===== config.mk =====
export PLATFORM = sky130hd
export DESIGN_NAME = fpm_seq
export DESIGN_NICKNAME = d
export VERILOG_FILES = /design/src/rtl/fpm_pkg.sv /design/src/rtl/fpm_timer.sv /design/src/rtl/fpm_strobe_dec.sv /design/src/rtl/fpm_addr_mux.sv /design/src/rtl/fpm_seq.sv
export SDC_FILE = /design/constraint.sdc
export NUM_CORES = 1
export LEC_CHECK = 0
export CORE_UTILIZATION = 45
export CTS_BUF_LIST = sky130_fd_sc_hd__clkbuf_4
export DETAILED_ROUTE_END_ITERATION = 6
export PLACE_DENSITY = 0.77
export SKIP_LAST_GASP = 1
export SYNTH_ARGS = -nofsm -noshare
export SYNTH_HDL_FRONTEND = slang
export SYNTH_SLANG_ARGS = --single-unit

===== constraint.sdc =====
create_clock -name clk -period 2.23 [get_ports clk]
set_clock_uncertainty 0.05 [all_clocks]
set_input_delay 0.3345 -clock clk [delete_from_list [all_inputs] [get_ports clk]]
set_output_delay 0.3345 -clock clk [all_outputs]
set_load 0.02 [all_outputs]

===== src/rtl/fpm_pkg.sv =====
// Shared types for the FPM DRAM sequencer.
package fpm_pkg;
    // Host cycle kind; the code values are part of the port contract.
    typedef enum logic [1:0] {
        OP_READ     = 2'd0,
        OP_EARLY_WR = 2'd1,
        OP_LATE_WR  = 2'd2,
        OP_RMW      = 2'd3
    } op_e;

    // Sequencer phases; each lasts a parameterized number of clocks.
    typedef enum logic [3:0] {
        ST_IDLE,
        ST_ROW,
        ST_WSETUP,
        ST_CAS_EW,
        ST_CAS_RD,
        ST_LATCH,
        ST_OE_OFF,
        ST_CAS_LW,
        ST_WE_LOW,
        ST_PRECH
    } seq_st_e;
endpackage


===== src/rtl/fpm_timer.sv =====
// Phase timer: loads a count of (clocks - 1) on phase entry and counts down.
// Assumes the caller reloads on every phase change; done is high when the count is zero.
module fpm_timer #(
    parameter int W = 4
) (
    input  logic         clk,
    input  logic         rst_n,
    input  logic         load,
    input  logic [W-1:0] load_val,
    output logic         done
);
    logic [W-1:0] cnt;

    // Down counter that rests at zero.
    always_ff @(posedge clk) begin
        if (!rst_n)          cnt <= '0;
        else if (load)       cnt <= load_val;
        else if (cnt != '0)  cnt <= cnt - 1'b1;
    end

    assign done = (cnt == '0);

    // The count only moves down between loads.
    p_count_down_r4: assert property (@(posedge clk) disable iff (!rst_n)
        (!$past(load) && $past(cnt) != '0) |-> (cnt == $past(cnt) - 1'b1));
endmodule


===== src/rtl/fpm_strobe_dec.sv =====
// Strobe decoder: maps the sequencer phase to the DRAM control pins.
// Assumes a Moore decode is acceptable; when OE_TIED_LOW is set, OE# is held low.
module fpm_strobe_dec
    import fpm_pkg::*;
#(
    parameter bit OE_TIED_LOW = 1'b0
) (
    input  seq_st_e state,
    output logic    ras_n,
    output logic    cas_n,
    output logic    we_n,
    output logic    oe_n,
    output logic    drive,
    output logic    sel_col
);
    logic oe_raw;

    // Phase to pin levels; everything inactive outside a cycle.
    always_comb begin
        ras_n   = 1'b1;
        cas_n   = 1'b1;
        we_n    = 1'b1;
        oe_raw  = 1'b1;
        drive   = 1'b0;
        sel_col = 1'b0;
        unique case (state)
            ST_ROW:    ras_n = 1'b0;
            ST_WSETUP: begin ras_n = 1'b0; we_n = 1'b0; drive = 1'b1; sel_col = 1'b1; end
            ST_CAS_EW: begin ras_n = 1'b0; cas_n = 1'b0; we_n = 1'b0; drive = 1'b1; sel_col = 1'b1; end
            ST_CAS_RD: begin ras_n = 1'b0; cas_n = 1'b0; oe_raw = 1'b0; sel_col = 1'b1; end
            ST_LATCH:  begin ras_n = 1'b0; cas_n = 1'b0; oe_raw = 1'b0; sel_col = 1'b1; end
            ST_OE_OFF: begin ras_n = 1'b0; cas_n = 1'b0; sel_col = 1'b1; end
            ST_CAS_LW: begin ras_n = 1'b0; cas_n = 1'b0; sel_col = 1'b1; end
            ST_WE_LOW: begin ras_n = 1'b0; cas_n = 1'b0; we_n = 1'b0; drive = 1'b1; sel_col = 1'b1; end
            default:   ;
        endcase
    end

    // Board-level tie of OE# overrides the decoded level.
    generate
        if (OE_TIED_LOW) begin : g_oe_tied
            assign oe_n = 1'b0;
        end else begin : g_oe_ctl
            assign oe_n = oe_raw;
        end
    endgenerate
endmodule


===== src/rtl/fpm_addr_mux.sv =====
// Address multiplexer: puts the row or the column, zero-extended, on the shared pins.
// Assumes ADDR_W is at least the wider of the two fields.
module fpm_addr_mux #(
    parameter int ROW_W  = 12,
    parameter int COL_W  = 10,
    parameter int ADDR_W = 12
) (
    input  logic              sel_col,
    input  logic [ROW_W-1:0]  row,
    input  logic [COL_W-1:0]  col,
    output logic [ADDR_W-1:0] addr
);
    // Select the field for the current phase.
    always_comb begin
        addr = sel_col ? ADDR_W'(col) : ADDR_W'(row);
    end
endmodule


===== src/rtl/fpm_seq.sv =====
// FPM DRAM access cycle sequencer: one host request becomes one full strobe cycle
// (read, early write, late write or read-modify-write). Assumes every timing
// parameter is at least 1 and that dq_in is valid by the end of the read phase.
module fpm_seq
    import fpm_pkg::*;
#(
    parameter int ROW_W       = 12,
    parameter int COL_W       = 10,
    parameter int DQ_W        = 4,
    parameter int T_RP        = 4,
    parameter int T_RCD       = 3,
    parameter int T_WCS       = 1,
    parameter int T_CAS       = 3,
    parameter int T_LATCH     = 1,
    parameter int T_OD        = 2,
    parameter int T_WP        = 2,
    parameter bit OE_TIED_LOW = 1'b0
) (
    input  logic                      clk,
    input  logic                      rst_n,
    input  logic                      req_valid,
    output logic                      req_ready,
    input  logic [1:0]                req_op,
    input  logic [ROW_W-1:0]          req_row,
    input  logic [COL_W-1:0]          req_col,
    input  logic [DQ_W-1:0]           req_wdata,
    output logic                      rsp_valid,
    output logic [DQ_W-1:0]           rsp_rdata,
    output logic                      dram_ras_n,
    output logic                      dram_cas_n,
    output logic                      dram_we_n,
    output logic                      dram_oe_n,
    output logic [((ROW_W > COL_W) ? ROW_W : COL_W)-1:0] dram_addr,
    output logic [DQ_W-1:0]           dq_out,
    output logic                      dq_oe,
    input  logic [DQ_W-1:0]           dq_in
);
    localparam int ADDR_W = (ROW_W > COL_W) ? ROW_W : COL_W;
    localparam int CNT_W  = $clog2(T_RP + T_RCD + T_WCS + T_CAS + T_LATCH + T_OD + T_WP + 2);

    seq_st_e          state, state_n;
    op_e              op_q, op_in;
    logic [ROW_W-1:0] row_q;
    logic [COL_W-1:0] col_q;
    logic [DQ_W-1:0]  wdata_q;
    logic             t_done, t_load, sel_col;
    logic [CNT_W-1:0] t_val;

    assign req_ready = (state == ST_IDLE);

    // Convert writes that need OE# control when OE# is grounded.
    always_comb begin
        op_in = op_e'(req_op);
        if (OE_TIED_LOW && (op_in == OP_LATE_WR || op_in == OP_RMW)) op_in = OP_EARLY_WR;
    end

    // Phase sequencing.
    always_comb begin
        state_n = state;
        unique case (state)
            ST_IDLE:   if (req_valid) state_n = ST_ROW;
            ST_ROW:    if (t_done) begin
                           unique case (op_q)
                               OP_READ, OP_RMW: state_n = ST_CAS_RD;
                               OP_EARLY_WR:     state_n = ST_WSETUP;
                               default:         state_n = ST_CAS_LW;
                           endcase
                       end
            ST_WSETUP: if (t_done) state_n = ST_CAS_EW;
            ST_CAS_EW: if (t_done) state_n = ST_PRECH;
            ST_CAS_RD: if (t_done) state_n = (op_q == OP_RMW) ? ST_LATCH : ST_PRECH;
            ST_LATCH:  if (t_done) state_n = ST_OE_OFF;
            ST_OE_OFF: if (t_done) state_n = ST_WE_LOW;
            ST_CAS_LW: if (t_done) state_n = ST_WE_LOW;
            ST_WE_LOW: if (t_done) state_n = ST_PRECH;
            ST_PRECH:  if (t_done) state_n = ST_IDLE;
            default:   state_n = ST_IDLE;
        endcase
    end

    // Phase length (clocks - 1) loaded on entry to the next phase.
    always_comb begin
        t_load = (state_n != state);
        unique case (state_n)
            ST_ROW:    t_val = CNT_W'(T_RCD - 1);
            ST_WSETUP: t_val = CNT_W'(T_WCS - 1);
            ST_CAS_EW: t_val = CNT_W'(T_CAS - 1);
            ST_CAS_RD: t_val = CNT_W'(T_CAS - 1);
            ST_LATCH:  t_val = CNT_W'(T_LATCH - 1);
            ST_OE_OFF: t_val = CNT_W'(T_OD - 1);
            ST_CAS_LW: t_val = CNT_W'(T_OD - 1);
            ST_WE_LOW: t_val = CNT_W'(T_WP - 1);
            ST_PRECH:  t_val = CNT_W'(T_RP - 1);
            default:   t_val = '0;
        endcase
    end

    // State register and request capture.
    always_ff @(posedge clk) begin
        if (!rst_n) begin
            state   <= ST_IDLE;
            op_q    <= OP_READ;
            row_q   <= '0;
            col_q   <= '0;
            wdata_q <= '0;
        end else begin
            state <= state_n;
            if (req_valid && req_ready) begin
                op_q    <= op_in;
                row_q   <= req_row;
                col_q   <= req_col;
                wdata_q <= req_wdata;
            end
        end
    end

    // Read data capture at the end of the CAS# read phase.
    always_ff @(posedge clk) begin
        if (!rst_n) begin
            rsp_valid <= 1'b0;
            rsp_rdata <= '0;
        end else begin
            rsp_valid <= (state == ST_CAS_RD) && t_done;
            if ((state == ST_CAS_RD) && t_done) rsp_rdata <= dq_in;
        end
    end

    fpm_timer #(.W(CNT_W)) u_timer (
        .clk(clk), .rst_n(rst_n), .load(t_load), .load_val(t_val), .done(t_done)
    );

    fpm_strobe_dec #(.OE_TIED_LOW(OE_TIED_LOW)) u_dec (
        .state(state), .ras_n(dram_ras_n), .cas_n(dram_cas_n), .we_n(dram_we_n),
        .oe_n(dram_oe_n), .drive(dq_oe), .sel_col(sel_col)
    );

    fpm_addr_mux #(.ROW_W(ROW_W), .COL_W(COL_W), .ADDR_W(ADDR_W)) u_mux (
        .sel_col(sel_col), .row(row_q), .col(col_q), .addr(dram_addr)
    );

    assign dq_out = wdata_q;

    // Clocks RAS# has been high, saturating; used only by the precharge check.
    logic [CNT_W-1:0] ras_hi_cnt;
    always_ff @(posedge clk) begin
        if (!rst_n)          ras_hi_cnt <= '1;
        else if (!dram_ras_n) ras_hi_cnt <= '0;
        else if (ras_hi_cnt != '1) ras_hi_cnt <= ras_hi_cnt + 1'b1;
    end

    p_reset_idle_r1: assert property (@(posedge clk)
        $past(!rst_n) |-> (dram_ras_n && dram_cas_n && !dq_oe && !rsp_valid));
    p_ready_closed_r2: assert property (@(posedge clk) disable iff (!rst_n)
        req_ready |-> (dram_ras_n && dram_cas_n && dram_we_n));
    p_cas_in_row_r4: assert property (@(posedge clk) disable iff (!rst_n)
        !dram_cas_n |-> !dram_ras_n);
    p_rsp_single_r5: assert property (@(posedge clk) disable iff (!rst_n)
        rsp_valid |=> !rsp_valid);
    p_we_held_r6: assert property (@(posedge clk) disable iff (!rst_n)
        (!dram_we_n && !dram_ras_n) |=> (!dram_we_n || dram_ras_n));
    p_drive_gate_r9: assert property (@(posedge clk) disable iff (!rst_n)
        dq_oe |-> (!dram_ras_n && !dram_we_n && (dram_oe_n || OE_TIED_LOW)));
    p_precharge_r10: assert property (@(posedge clk) disable iff (!rst_n)
        $fell(dram_ras_n) |-> (ras_hi_cnt >= CNT_W'(T_RP)));
endmodule


---- After elaboration in Yosys (flattened, before gate mapping) ----
Memory sizes are Yosys's and may differ from the RTL's.
Cells that the tools add are included.
storage, ports and cells
  memories ................................ 1
  register bits ........................... 42
  bits in read-only memories .............. 32
  output and inout bits ................... 27
memory list
  memory           depth  bits a word  rd ports  clocked after memory_dff  wr ports  line           source
  (no name shown)  16     2            1         0                         0         fpm_seq.sv:84  unique case (state_n)
cells by class
  multiplexer cells ....................... 20
  add/sub/neg operators ................... 1
  equality and inequality tests ........... 12
  reduce and logical (&&, ||, !) cells .... 15
operator list
  kind                   number
  $mux W4                9
  $pmux W4 S8            1
  $eq A4 B3 Y1 const B   4
  $mux W12               1
  $mux W5                2
  $eq A4 B2 Y1 const B   2
  $eq A4 B4 Y1 const B   2
  $reduce_or A2 Y1       4
  $reduce_or A8 Y1       1
  $reduce_or A7 Y1       1
  $mux W1                6
  $pmux W3 S2            1
  $reduce_or A6 Y1       1
  $logic_not A5 Y1       1
  $reduce_bool A5 Y1     1
  $sub A5 B1 Y5 const B  1
  $eq A4 B1 Y1 const B   1
  $logic_not A4 Y1       1
  $ne A4 B4 Y1           1
  $reduce_or A3 Y1       1
  $eq A2 B1 Y1 const B   1
  $eq A2 B2 Y1 const B   1
  $logic_and A1 B1 Y1    2
  $logic_not A2 Y1       1
  $reduce_bool A2 Y1     1

---- Longest topological paths before layout ----
  depth after elaboration ................. 7
  depth in mapped cells ................... 8

---- Modules after synthesis ----
From an unflattened synthesis, not the netlist that was laid out.
unflattened totals
  cells, all modules ...................... 262
  area total of the unflattened synthesis .. 2204.6 µm²
modules (own cells, without submodules)
  module          cells an instance  instances  sequential area each (µm²)  area each (µm²)
  fpm_seq         203                1          740.7                       1645.3
  fpm_timer       34                 1          100.1                       300.3
  fpm_addr_mux    13                 1          0.0                         171.4
  fpm_strobe_dec  12                 1          0.0                         87.6

---- Worst setup path before layout ----
No wires, ideal clock.
  path kind ............................... flip-flop to flip-flop
  from .................................... register state[1]
  to ...................................... register col_q[5]
  path buffers ............................ 3
  stages on the path, launching flop included .. 8
  arrival ................................. 2033 ps
  clock period less this slack ............ 2215 ps
  required time ........................... 2048 ps
  path slack .............................. 15 ps
  cells stage by stage .................... dfxtp_1 clkbuf_1 nor4_1 nand2_1 clkbuf_1 clkbuf_1 nand2_1 a21oi_1
on the way
  longest elaborated chain between the ends .. 2
RTL lines
  what                    line            source
  start, declared         fpm_seq.sv:41   seq_st_e state, state_n;
  start signal, assigned  fpm_seq.sv:107  state <= state_n;
  $logic_not A4 Y1        fpm_seq.sv:49   assign req_ready = (state == ST_IDLE);
  net req_ready           fpm_seq.sv:22   output logic req_ready,
  $logic_and A1 B1 Y1     fpm_seq.sv:108  if (req_valid && req_ready) begin
  end signal, assigned    fpm_seq.sv:111  col_q <= req_col;
  end, declared           fpm_seq.sv:44   logic [COL_W-1:0] col_q;
The timed path passes the listed nets, and every way through them passes these cells.
A chain may end at the register's enable or synchronous reset.

---- Final worst setup path ----
  from .................................... register state[1]
  to ...................................... output port dram_addr[3] in the netlist's numbering
on the way
  longest elaborated chain between the ends .. 4
  elaborated cells on any way between the ends .. 10
  classes of those cells .................. 7 x eq/ne; 2 x mux; 1 x reduce/logical
RTL lines
  what                                  line                  source
  $eq A4 B3 Y1 (tied with other cells)  fpm_strobe_dec.sv:26  unique case (state)
  $reduce_or A7 Y1 (no source line) *   --
  $mux W1 *                             fpm_strobe_dec.sv:26
  $mux W12 *                            fpm_addr_mux.sv:15    addr = sel_col ? ADDR_W'(col) : ADDR_W'(row);
  end, declared                         fpm_seq.sv:33         output logic [((ROW_W > COL_W) ? ROW_W : COL_W)-1:0] dram_addr,
Every way passes the cells marked *; elsewhere a longest branch is shown, timed or not.

==> out/results.ini <==
[worst_setup_path]
critical_path_peak_fanout=6
crit_buf_inv=3
rrSetupSlack_ns=0.15
max_stage_delay_ns=0.35
crit_family=buffers and inverters
cp.arrival_ns=1.83
worstSetupStartpointType=flop
worst_path_max_delay_cell=dfxtp_2
crit_chain=o21ai_2 > a21boi_4 > buf_6 > buf_4 > mux2_2 > buf_2
required_ns=1.85
path_class=flop to output pin
cp-end-kind=output pin

[pwr]
p_clk_share_pct=9.7
p_sw_mw=1.63
vdd_drop_max_mv=0.561
powerDensity_nw_per_um2=1320
total_leakage_power_nw=1.22
p_sw_share_pct=42.7
seqPwrFrac_pct=28.3
p_comb_share_pct=62.0
cell_internal_pwr_mw=2.19

[sta]
min_period_ns=2.22
fmax_mhz=451
fin_crit_sh_pct=99.4
grt_setup_unrepaired=yes
fin_setup_tns_ns=0
slew_headroom_pct=75.2
worst_slew_pin_slew_ns=0.371
hold_slack_ns=0.410
finalSetupViolations=0
finalHoldViolations=0
slew_violations=0

[clocking]
cts-root-buf=clkbuf_4
tritoncts=yes
cts_max_path_buffers=2
cts_buffers=5
cts_max_level=2
numClockSinks=42
path_clk_slew_ns=0.11
clk_latency_ns=0.34

[global_route]
antenna_found_initial=0
track_usage_pct=22.0
grt_pass1_wl_mm=8.70
gr-usage-met3_pct=5.77
grt_use_met1_pct=27.0
grt_max_degree=30
grt_pass1_vias=1902
met2_usage_pct=38.0
grt_overflow=0
grt_most_used_layer=met2

[die]
ios=62
die_h_um=70.1
rows=24
core_um2=4410
die_w_um=70.1
start_util_pct=47.3
dieArea_um2=4920

[yosys]
syn_inst=262
synth_area_leader_cell=dfxtp_1
synth_edf_count=0
synthFlopType=dfxtp_1
synth_cell_types=43
syn_avg_cell_area_um2=7.98
yosysTopAreaCellShare_pct=40.2
netlist_top_cells_area=dfxtp_1, nand2_1, a21oi_1
netlist_area_um2=2090
yosysWarnings=0
ys_seq_area_share_pct=40.2
ys_ff_latch=42
synth_nets=302
async_flop_share_pct=0

[final_layout]
drive_gt1_share_pct=18.0
mostFrequentLayoutCells=nand2_1, clkdlybuf4s50_1, dfxtp_1
area_delta_synth_final_pct=38.0
diodes=0
multiInputGateArea_um2=1170
regArea_um2=845
design_area_um2=2880
utilization_pct=65.3
nets=368
fillers=386
final_common_cell=nand2_1

[drt]
dr.pass1.iters=4
ant_nets=0
viasPerCell=5.25
drc=0
vias=1995
wl_per_cell_um=13.3
drtIter0Drc=81
finalWirelength_mm=5.04

[place]
portBuffers=61
dpl-instance-area_um2=2790
place_hpwl_mm=3.43
place.gp.congestion=0.844

[flow_run]
maxCapViolCount=0

[outcome]
status=finished clean

[min_path]
hp-class=flop to flop

## logic make-up after synthesis
logic type	count (synthesis)	synth area share, %
AO/OA/AOI/OAI	60	17.5
XOR/XNOR	3	1.26
adder cells (fa/ha/maj)	5	2.99
buffers and inverters	28	5.63
flip-flops	42	40.2
multiplexers	16	8.26
AND/OR/NAND/NOR	108	24.1
## per-layer routing
metal / share of wire (%) / up-vias
met4: 0.69 / 0
met3: 6.7 / 4
li1: - / 1014
met5: 0 / -
met1: 44 / 908
met2: 49 / 69
## registers in the layout, summed over array words and instances, names as in the netlist
register,count
col_q,10
dq_out,4
op_q,2
row_q,12
rsp_rdata,4
rsp_valid,1
state,4
u_timer.cnt,5
## cell usage after synthesis (all sizes together) (2+ instances only)
library cell,instances
buf,11
clkbuf,9
nor2b,6
a21boi,2
nand2,62
inv,8
a31oi,4
ha,5
or3,2
mux2,10
a21oi,33
mux2i,6
dfxtp,42
o21ai,5
o41ai,2
nor2,14
xnor2,2
nand2b,4
o31a,3
nor4,2
nand3b,2
nor3,6
and2,4
## worst register-to-register path, delay by kind of cell, from the launching register on
| family | cells | cell delay, ns |
|---|---|---|
| compound gates | 1 | 0.13 |
| fa+ha+maj | 1 | 0.20 |
| buf+inv | 3 | 0.38 |
| flops | 1 | 0.37 |
| simple gates | 4 | 0.86 |
## stage by stage
| step | power [mW] | instances | setup WS (ns) |
|---|---|---|---|
| after floorplan | 2.58 | 262 | 0.0146 |
| after global placement | 3.30 | 368 | 0.0482 |
| after detailed placement | 3.34 | 368 | -0.0000248 |
| after CTS | 3.77 | 378 | -0.0605 |
| after global routing | 4.10 | 380 | -0.0529 |
| final | 3.81 | 380 | 0.0133 |
## area by class of cell
cell class / count / share of cell area (%)
multi-input combinational: 192 / 40.6
clock buffer: 7 / 1.82
tap: 52 / 2.26
sequential: 42 / 29.3
timing repair buffer: 79 / 25.0
inverter: 8 / 1.04
## path summary, 6_finish.rpt
check,from,to,cells after the start
max,state[1],dram_addr[3],6
min,col_q[1],col_q[1],2
min reg2reg,col_q[1],col_q[1],2
max reg2reg,u_timer.cnt[0],u_timer.cnt[2],9
## power groups by stage
stage	logic, mW	clock network [mW]	registers, mW
global route	2.58	0.422	1.11
global placement	2.22	0	1.08
finish	2.37	0.368	1.08
CTS	2.31	0.383	1.07
detailed placement	2.26	0	1.08
floorplan	1.49	0	1.08
## repair_timing
item	CTS	global route
gates resized for setup	47	18
setup endpoints to repair	17	20
cloned	1	0
setup buffers	2	2
pin swaps	1	2
hold buffers	0	0
Power figures use the tool's default switching activity.
